`src/rtl/tick_pkg.sv`:
```
package tick_pkg;
  localparam int unsigned TICK_W    = 64;
  localparam int unsigned SI_W      = 17;
  localparam int unsigned TICK_BIT  = 0;
  localparam int unsigned STICK_BIT = 16;

  typedef enum logic {
    SEL_COUNT = 1'b0,
    SEL_LIMIT = 1'b1
  } reg_sel_e;
endpackage

```
`src/rtl/tick_cnt_reg.sv`:
```
module tick_cnt_reg #(
  parameter int unsigned CNT_W = 64,
  localparam int unsigned VAL_W = CNT_W - 1
) (
  input  logic             clk_i,
  input  logic             rst_ni,
  input  logic             tick_en_i,
  input  logic             load_i,
  input  logic [CNT_W-1:0] load_data_i,
  output logic [VAL_W-1:0] cnt_o,
  output logic             npt_o
);
  logic [VAL_W-1:0] cnt_q;
  logic             npt_q;

  always_ff @(posedge clk_i or negedge rst_ni) begin
    if (!rst_ni) begin
      cnt_q <= '0;
      npt_q <= 1'b1;
    end else if (load_i) begin
      cnt_q <= load_data_i[VAL_W-1:0];
      npt_q <= load_data_i[CNT_W-1];
    end else if (tick_en_i) begin
      cnt_q <= cnt_q + 1'b1;
    end
  end

  assign cnt_o = cnt_q;
  assign npt_o = npt_q;

  a_r2_count_step: assert property (@(posedge clk_i) disable iff (!rst_ni)
    (tick_en_i && !load_i) |=> (cnt_q == $past(cnt_q) + 1'b1));

  a_r2_count_hold: assert property (@(posedge clk_i) disable iff (!rst_ni)
    (!tick_en_i && !load_i) |=> $stable(cnt_q) && $stable(npt_q));

  a_r3_count_load: assert property (@(posedge clk_i) disable iff (!rst_ni)
    load_i |=> (cnt_q == $past(load_data_i[VAL_W-1:0])) && (npt_q == $past(load_data_i[CNT_W-1])));
endmodule

```
`src/rtl/tick_lim_reg.sv`:
```
module tick_lim_reg #(
  parameter int unsigned CNT_W = 64,
  localparam int unsigned VAL_W = CNT_W - 1
) (
  input  logic             clk_i,
  input  logic             rst_ni,
  input  logic             load_i,
  input  logic [CNT_W-1:0] load_data_i,
  output logic [VAL_W-1:0] lim_o,
  output logic             dis_o
);
  logic [VAL_W-1:0] lim_q;
  logic             dis_q;

  always_ff @(posedge clk_i or negedge rst_ni) begin
    if (!rst_ni) begin
      lim_q <= '0;
      dis_q <= 1'b1;
    end else if (load_i) begin
      lim_q <= load_data_i[VAL_W-1:0];
      dis_q <= load_data_i[CNT_W-1];
    end
  end

  assign lim_o = lim_q;
  assign dis_o = dis_q;

  a_r4_limit_load: assert property (@(posedge clk_i) disable iff (!rst_ni)
    load_i |=> (lim_q == $past(load_data_i[VAL_W-1:0])) && (dis_q == $past(load_data_i[CNT_W-1])));

  a_r4_limit_hold: assert property (@(posedge clk_i) disable iff (!rst_ni)
    !load_i |=> $stable(lim_q) && $stable(dis_q));
endmodule

```
`src/rtl/tick_fire.sv`:
```
module tick_fire #(
  parameter int unsigned VAL_W = 63
) (
  input  logic             clk_i,
  input  logic             rst_ni,
  input  logic             tick_en_i,
  input  logic             cnt_wr_i,
  input  logic             lim_wr_i,
  input  logic [VAL_W-1:0] new_lim_i,
  input  logic [VAL_W-1:0] cnt_i,
  input  logic [VAL_W-1:0] lim_i,
  input  logic             dis_i,
  output logic             fire_o
);
  logic             armed_q, past_q, fire_q;
  logic [VAL_W-1:0] cnt_nxt;
  logic             hit;

  assign cnt_nxt = cnt_i + 1'b1;

  // writes shadow the tick of the same cycle
  assign hit = tick_en_i && !cnt_wr_i && !lim_wr_i && armed_q && !dis_i &&
               (lim_i != '0) && (past_q || (cnt_nxt == lim_i));

  always_ff @(posedge clk_i or negedge rst_ni) begin
    if (!rst_ni) begin
      armed_q <= 1'b0;
      past_q  <= 1'b0;
      fire_q  <= 1'b0;
    end else begin
      fire_q <= hit;
      if (lim_wr_i) begin
        armed_q <= 1'b1;
        past_q  <= (new_lim_i <= cnt_i);
      end else if (cnt_wr_i) begin
        armed_q <= 1'b1;
        past_q  <= 1'b0;
      end else if (hit) begin
        armed_q <= 1'b0;
        past_q  <= 1'b0;
      end
    end
  end

  assign fire_o = fire_q;

  a_r5_zero_quiet: assert property (@(posedge clk_i) disable iff (!rst_ni)
    (lim_i == '0) |=> !fire_o);

  a_r6_dis_quiet: assert property (@(posedge clk_i) disable iff (!rst_ni)
    dis_i |=> !fire_o);

  a_r8_single_pulse: assert property (@(posedge clk_i) disable iff (!rst_ni)
    fire_o |-> !$past(fire_o));

  a_r10_write_no_fire: assert property (@(posedge clk_i) disable iff (!rst_ni)
    (cnt_wr_i || lim_wr_i) |=> !fire_o);
endmodule

```
`src/rtl/tick_cmp_timer.sv`:
```
module tick_cmp_timer
  import tick_pkg::*;
#(
  parameter int unsigned CNT_W    = TICK_W,
  parameter int unsigned SOFT_W   = SI_W,
  parameter bit          IS_STICK = 1'b0,
  localparam int unsigned VAL_W   = CNT_W - 1,
  localparam int unsigned OUT_BIT = IS_STICK ? STICK_BIT : TICK_BIT
) (
  input  logic              clk_i,
  input  logic              rst_ni,
  input  logic              tick_en_i,
  input  logic              wr_en_i,
  input  logic              wr_sel_i,
  input  logic [CNT_W-1:0]  wr_data_i,
  output logic [CNT_W-1:0]  rd_data_o,
  output logic [SOFT_W-1:0] softint_set_o
);
  reg_sel_e         sel;
  logic             cnt_wr, lim_wr;
  logic [VAL_W-1:0] cnt, lim;
  logic             npt, dis, fire;

  assign sel    = reg_sel_e'(wr_sel_i);
  assign cnt_wr = wr_en_i && (sel == SEL_COUNT);
  assign lim_wr = wr_en_i && (sel == SEL_LIMIT);

  tick_cnt_reg #(.CNT_W(CNT_W)) u_cnt (
    .clk_i      (clk_i),
    .rst_ni     (rst_ni),
    .tick_en_i  (tick_en_i),
    .load_i     (cnt_wr),
    .load_data_i(wr_data_i),
    .cnt_o      (cnt),
    .npt_o      (npt)
  );

  tick_lim_reg #(.CNT_W(CNT_W)) u_lim (
    .clk_i      (clk_i),
    .rst_ni     (rst_ni),
    .load_i     (lim_wr),
    .load_data_i(wr_data_i),
    .lim_o      (lim),
    .dis_o      (dis)
  );

  tick_fire #(.VAL_W(VAL_W)) u_fire (
    .clk_i    (clk_i),
    .rst_ni   (rst_ni),
    .tick_en_i(tick_en_i),
    .cnt_wr_i (cnt_wr),
    .lim_wr_i (lim_wr),
    .new_lim_i(wr_data_i[VAL_W-1:0]),
    .cnt_i    (cnt),
    .lim_i    (lim),
    .dis_i    (dis),
    .fire_o   (fire)
  );

  assign rd_data_o = {npt, cnt};

  for (genvar b = 0; b < SOFT_W; b++) begin : g_si
    if (b == OUT_BIT) begin : g_hit
      assign softint_set_o[b] = fire;
    end else begin : g_zero
      assign softint_set_o[b] = 1'b0;
    end
  end

  a_r9_one_bit: assert property (@(posedge clk_i) disable iff (!rst_ni)
    $onehot0(softint_set_o));

  a_r3_read_flag: assert property (@(posedge clk_i) disable iff (!rst_ni)
    cnt_wr |=> (rd_data_o == $past(wr_data_i)));
endmodule

```
`config.mk`:
```
export PLATFORM = sky130hd
export DESIGN_NAME = tick_cmp_timer
export DESIGN_NICKNAME = d
export VERILOG_FILES = /design/src/rtl/tick_pkg.sv /design/src/rtl/tick_cnt_reg.sv /design/src/rtl/tick_lim_reg.sv /design/src/rtl/tick_fire.sv /design/src/rtl/tick_cmp_timer.sv
export SDC_FILE = /design/constraint.sdc
export NUM_CORES = 1
export LEC_CHECK = 0
export BUFFER_PORTS_ARGS = -buffer_cell sky130_fd_sc_hd__buf_2
export CORE_UTILIZATION = 55
export CTS_CLUSTER_SIZE = 10
export DETAILED_ROUTE_END_ITERATION = 12
export PLACE_DENSITY_LB_ADDON = 0.05
export SYNTH_ARGS = -nofsm -noshare
export SYNTH_HDL_FRONTEND = slang
export SYNTH_SLANG_ARGS = --single-unit
export TNS_END_PERCENT = 10
```
`constraint.sdc`:
```
create_clock -name clk_i -period 3.7 [get_ports clk_i]
set_input_delay 0.37 -clock clk_i [delete_from_list [all_inputs] [get_ports clk_i]]
set_output_delay 0.37 -clock clk_i [all_outputs]
set_load 0.02 [all_outputs]
```
After elaboration in Yosys (flattened, before gate mapping)
Cells that the tools add are included.
W data, S select, Z words.
- bits in registers: 131
- bits of input ports: 69
- output and inout port bits: 81
- logic and storage cells: 33
- $add $sub $neg: 1
- order comparisons: 1
- equal/unequal tests: 1
- multiplexer cells: 7
- bitwise operators: 1
- reduce and logical (&&, ||, !) cells: 15
- operators with widths (kind ; count):
    $mux W63 ; 2
    $add A63 B1 Y63 const B ; 1
    $eq A63 B63 Y1 ; 1
    $le A63 B63 Y1 ; 1
    $reduce_bool A63 Y1 ; 1
    $logic_and A1 B1 Y1 ; 8
    $mux W1 ; 5
    $logic_not A1 Y1 ; 3
    $reduce_bool A3 Y1 ; 1
    $reduce_bool A2 Y1 ; 1
    $logic_or A1 B1 Y1 ; 1
    $not A1 Y1 ; 1

Logic depth before layout (Yosys ltp)
- depth after elaboration: 12
- depth in mapped cells: 11
- depth with buffers taken out: 10

Modules after synthesis
Synthesis repeated with hierarchy kept, for this count alone.
- cell total of the unflattened synthesis: 1197
- area total of the unflattened synthesis: 10786.6 sq um
- modules (own cells, without submodules) (module ; times used ; cells each ; area an instance (sq um) ; sequential area each (sq um)):
    tick_fire ; 1 ; 596 ; 4137.7 ; 75.1
    tick_cnt_reg ; 1 ; 445 ; 3813.7 ; 1602.8
    tick_lim_reg ; 1 ; 135 ; 2680.1 ; 1602.8
    tick_cmp_timer ; 1 ; 21 ; 155.1 ; 0.0

Worst setup path before layout
No wires, ideal clock.
- kind: reg2reg
- start: reg u_cnt.cnt_q[0], in the netlist u_cnt.cnt_o[0]
- end: reg u_fire.armed_q
- setup time: 123 ps
- data arrival time: 3240 ps
- setup slack: 338 ps
- stages on the path, launching flop included: 10
- path buffers: 0
- cells stage by stage: dfrtp_1 > ha_1 > and3_2 > nand4_4 > nor2_2 > a21oi_1 > or4_1 > or4_1 > or4_1 > o221a_1
- cells in the longest elaborated chain, start to end: 5
- RTL lines (item ; line ; source):
    start: declaration ; tick_cnt_reg.sv:13 ; logic [VAL_W-1:0] cnt_q;
    start signal: assignment ; tick_cnt_reg.sv:21 ; cnt_q <= load_data_i[VAL_W-1:0];
    start signal: assignment ; tick_cnt_reg.sv:24 ; cnt_q <= cnt_q + 1'b1;
    $add A63 B1 Y63 ; tick_fire.sv:19 ; assign cnt_nxt = cnt_i + 1'b1;
    $eq A63 B63 Y1 ; tick_fire.sv:23 ; (lim_i != '0) && (past_q || (cnt_nxt == lim_i));
    $logic_or A1 B1 Y1 ; tick_fire.sv:23 ;
    $logic_and A1 B1 Y1 ; tick_fire.sv:23 ;
    $reduce_bool A3 Y1 (no line) ; n/a ;
    end signal: assignment ; tick_fire.sv:27 ; armed_q <= 1'b0;
    end signal: assignment ; tick_fire.sv:33 ; armed_q <= 1'b1;
    end signal: assignment ; tick_fire.sv:36 ; armed_q <= 1'b1;
    end: declaration ; tick_fire.sv:15 ; logic armed_q, past_q, fire_q;
No other way between the ends.
A chain may end at the register's enable or synchronous reset.

Worst setup path in the final report
- start: reg u_cnt.cnt_q[18], in the netlist u_cnt.cnt_o[18]
- end: reg u_fire.armed_q
The elaborated chain is that of the path after synthesis.

==> results.txt <==
----------------------------------------------------
[Status]
  Outcome ... finished, violations left
  Violated checks ... DRC

[STA]
  Fin. max-slew vios ... 0
  Final sum of negative setup slack ... 0 ns
  Worst-case hold slack ... 0.0237 ns
  Final setup violation count ... 0
  Final worst setup slack ... 0.172 ns
  Unrepaired setup endpoints after global routing ... no
  Least-Margin Pin Slew ... 0.896 ns
  Tcrit/Tclk final ... 95.4%
  Final Hold Viols ... 0
  Fin crit period ... 3.53 ns
  Maximum clock rate ... 283 MHz
  Relative slew margins ... 39.7%
  Worst Skew ... 0.00925 ns

[Die]
  Area of the placeable core ... 18,200 sq um
  Effective utilization at floorplan ... 56.7%
  Die extent in x ... 139 microns
  Height of the die ... 139 microns
  Count of pins on the block boundary ... 150
  Site Rows ... 49
  Floorplan die area ... 19,300 sq um

[CTS]
  Max Buffers Root-to-Sink ... 2
  Total clock sinks ... 131
  Post-CTS repair timing setup buffer count ... 0
  Clock tree from TritonCTS ... done
  Post-CTS Hold Fix Bufs ... 0
  Cell at the root of the clock tree ... sky130_fd_sc_hd__clkbuf_16
  Total clock buffers created by CTS ... 17
  Clock latency on the worst-skew pair ... 0.44 ns
  H-tree depth ... 4
  Clock slew seen by the registers of the worst setup and hold paths ... 0.06 ns

[Global routing]
  Number of antenna violations at the first check in global routing ... 0
  First-pass GRT wire length ... 54.7 mm
  Largest net degree at the start of global routing ... 93
  Via count of the first global-routing pass ... 9,318
  Overall Global Routing Usage ... 37.0%
  Overflow after GRT ... 0

[Logic synthesis]
  Cell type contributing the most total cell area after synthesis ... sky130_fd_sc_hd__dfrtp_1
  Share of flip-flops with an asynchronous set or reset after synthesis ... 100%
  Most frequent cells after synthesis ... sky130_fd_sc_hd__dfrtp_1, sky130_fd_sc_hd__xnor2_1, sky130_fd_sc_hd__nand2_1, sky130_fd_sc_hd__o21ai_0, sky130_fd_sc_hd__inv_1
  Leading cell types by total area after synthesis ... sky130_fd_sc_hd__dfrtp_1, sky130_fd_sc_hd__xnor2_1, sky130_fd_sc_hd__ha_1
  Yosys warns ... 0
  Cell with the most instances after synthesis ... sky130_fd_sc_hd__dfrtp_1
  Synth Cell Area ... 10,300 sq um
  Dominant register cell in the synthesized netlist ... sky130_fd_sc_hd__dfrtp_1
  Share of the synthesized area in the top cell type ... 31.3%
  Synth Instances ... 1,172
  Synthesis-stage register bit count ... 131
  Share of synthesized area occupied by flip-flops and latches ... 31.8%
  Count of flip-flops with a built-in enable after synthesis ... 0
  Post-Syn Area per Cell ... 8.81 sq um
  Distinct cell type count after synthesis ... 68

[Power]
  Leak ... 5.01 nW
  Pwr Density ... 453 nW/um^2
  Max IR drop VDD ... 288 uV

[Routing]
  Count of unresolved DRC violations after routing ... 11
  First-pass iteration count of the detailed router ... 9
  Overall via count from detail_route ... 9,677
  Detailed Route WL ... 34.6 mm
  Antenna viol nets, final ... 0
  Wire length per cell after detailed routing ... 22.5 microns
  Via/cell ratio ... 6.28
  First DRT Iteration DRCs ... 963

[Critical path]
  Source of the worst register-to-register timing path ... u_cnt.cnt_o[18]
  CP Launch Point ... u_cnt.cnt_o[18]
  Sort of element at the start of the critical path ... register
  Slowest library cell on the worst path ... sky130_fd_sc_hd__or4_1
  Category of the critical setup timing path ... register to register
  Max Fanout on Critical Path ... 12
  CP delay by family, top ... simple AND/OR/NAND/NOR gates
  Critical path cell sequence ... nand4_1, or4_1, xor2_1, o211ai_1, o211ai_1, or4_1, or4_1, o221a_1
  Endpoint arrival time on the critical path ... 3.85 ns
  Buffers and inverters on the worst path ... 0
  CP dominant cell by count ... sky130_fd_sc_hd__or4_1
  Element type at the critical path end ... register
  Delay of the slowest critical-path stage ... 0.64 ns
  Register-to-register setup slack ... 0.17 ns
  Data required time of the worst path ... 4.02 ns

[Layout]
  Area growth, synth to finish ... 14.5%
  Share of final-layout standard cells stronger than drive strength 1 ... 22.5%
  Antenna cell count ... 0
  Filler cells ... 1,576
  Number of nets at the end of the flow ... 1,433
  Number of standard cells in the final layout excluding fillers ... 1,542

[Place]
  Input/output buffers ... 133
  Pre-CTS setup slack ... 0.199 ns
  Placed instance count ... 1,510
  DP HPWL ... 27.1 mm
  Final Wtd Congestion ... 1.01

[Worst hold path]
  Hold Path Class ... primary input to async pin

[Job]
  Max-cap check violation count ... 0

----------------------------------------------------
==> cell usage in the layout (no fill, tap or decap), types with 4 or more instances in the layout <==
cell type	netlist	routed
sky130_fd_sc_hd__a21oi_1	23	23
sky130_fd_sc_hd__nor4_1	40	39
sky130_fd_sc_hd__inv_1	70	70
sky130_fd_sc_hd__nor4_2	5	6
sky130_fd_sc_hd__dfrtp_1	129	129
sky130_fd_sc_hd__and4_1	24	24
sky130_fd_sc_hd__inv_6	0	4
sky130_fd_sc_hd__nor2b_1	6	5
sky130_fd_sc_hd__and3_1	11	11
sky130_fd_sc_hd__mux2i_1	6	6
sky130_fd_sc_hd__o211ai_1	7	7
sky130_fd_sc_hd__ha_1	64	64
sky130_fd_sc_hd__nor3_1	19	19
sky130_fd_sc_hd__nand4_1	66	66
sky130_fd_sc_hd__nand2_1	117	116
sky130_fd_sc_hd__o22ai_1	4	4
sky130_fd_sc_hd__conb_1	1	16
sky130_fd_sc_hd__buf_4	29	45
sky130_fd_sc_hd__xor2_1	35	35
sky130_fd_sc_hd__a31oi_1	5	5
sky130_fd_sc_hd__clkinv_4	0	4
sky130_fd_sc_hd__o21ai_0	76	76
sky130_fd_sc_hd__or4_1	10	10
sky130_fd_sc_hd__buf_2	16	132
sky130_fd_sc_hd__nor2_1	53	53
sky130_fd_sc_hd__or3_1	7	7
sky130_fd_sc_hd__clkbuf_16	0	17
sky130_fd_sc_hd__a2111oi_0	4	4
sky130_fd_sc_hd__o2111ai_1	4	4
sky130_fd_sc_hd__and2_1	6	6
sky130_fd_sc_hd__mux2_2	65	65
sky130_fd_sc_hd__nand3_1	40	40
sky130_fd_sc_hd__xnor2_1	120	120
sky130_fd_sc_hd__a21o_1	24	24
==> registers in the layout, indices dropped and copies added, names as in the netlist <==
name	count
u_fire.past_q	1
u_fire.armed_q	1
u_lim.lim_o	63
u_lim.dis_o	1
u_cnt.npt_o	1
u_cnt.cnt_o	63
u_fire.fire_o	1
==> where the power goes <==
part	total [mW]	internal [mW]	switching, mW	leakage [nW]
sequential	1.99	1.64	0.347	1.57
clock	1.64	0.930	0.705	0.271
combinational	1.73	0.734	0.999	3.17
==> cell type report <==
cell class | count | area (sq um) | area share [%]
Clock inverter | 14 | 130 | 1.10
Sequential cell | 131 | 3280 | 27.7
Multi-Input combinational cell | 901 | 6400 | 54.2
Tap cell | 229 | 287 | 2.42
Inverter | 70 | 263 | 2.22
Timing Repair Buffer | 179 | 1030 | 8.71
Clock buffer | 18 | 429 | 3.63
==> final timing paths <==
check / to / cells past startpoint
min reg2reg: u_lim.lim_o[0] / 2
max in group asynchronous: u_lim.dis_o / 2
min: u_lim.lim_o[22] / 1
max: u_fire.armed_q / 8
min in group clk_i: u_cnt.cnt_o[50] / 3
max reg2reg: u_fire.armed_q / 8
==> layer usage <==
layer / vias up / GRT usage, % / wire, microns
li1: 4415 / - / -
met1: 4722 / 53.0 / 16000
met2: 462 / 55.1 / 15100
met3: 78 / 7.29 / 2600
met4: 0 / 13.6 / 997
met5: - / 0 / 0
==> cells by family (layout without fill, tap and decap cells) <==
kind of cell,count (synthesis),count (layout),share of synthesized area [%]
adders and majority gates,64,64,7.75
xor gates and xnor gates,155,155,13.1
DFF,131,131,31.8
AOI/OAI and AO/OA,172,172,10.3
buffers and inverters,155,281,6.95
other,1,16,0.0363
muxes,71,71,7.67
and+or+nand+nor,423,423,22.4
==> metrics by stage <==
step	utilization (%)	total power [mW]	instance area, sq um
2_1_floorplan	-	3.10	10400
3_3_place_gp	61.8	3.68	11300
3_5_place_dp	61.8	3.70	11300
4_1_cts	64.9	5.34	11800
5_1_grt	64.9	5.62	11800
6_report	64.9	5.36	11800
==> repair_timing <==
item | CTS | global route
hold endpoints to repair | 0 | 0
gates resized for setup | 0 | 1
setup endpoints to repair | 0 | 1
==> worst register-to-register path: stages (launching register included) <==
cell	delay (ns)
sky130_fd_sc_hd__dfrtp_1	0.62
sky130_fd_sc_hd__nand4_1	0.33
sky130_fd_sc_hd__or4_1	0.64
sky130_fd_sc_hd__xor2_1	0.22
sky130_fd_sc_hd__o211ai_1	0.18
sky130_fd_sc_hd__o211ai_1	0.14
sky130_fd_sc_hd__or4_1	0.48
sky130_fd_sc_hd__or4_1	0.56
sky130_fd_sc_hd__o221a_1	0.24
No activity file was read; power rests on OpenSTA's default activity.
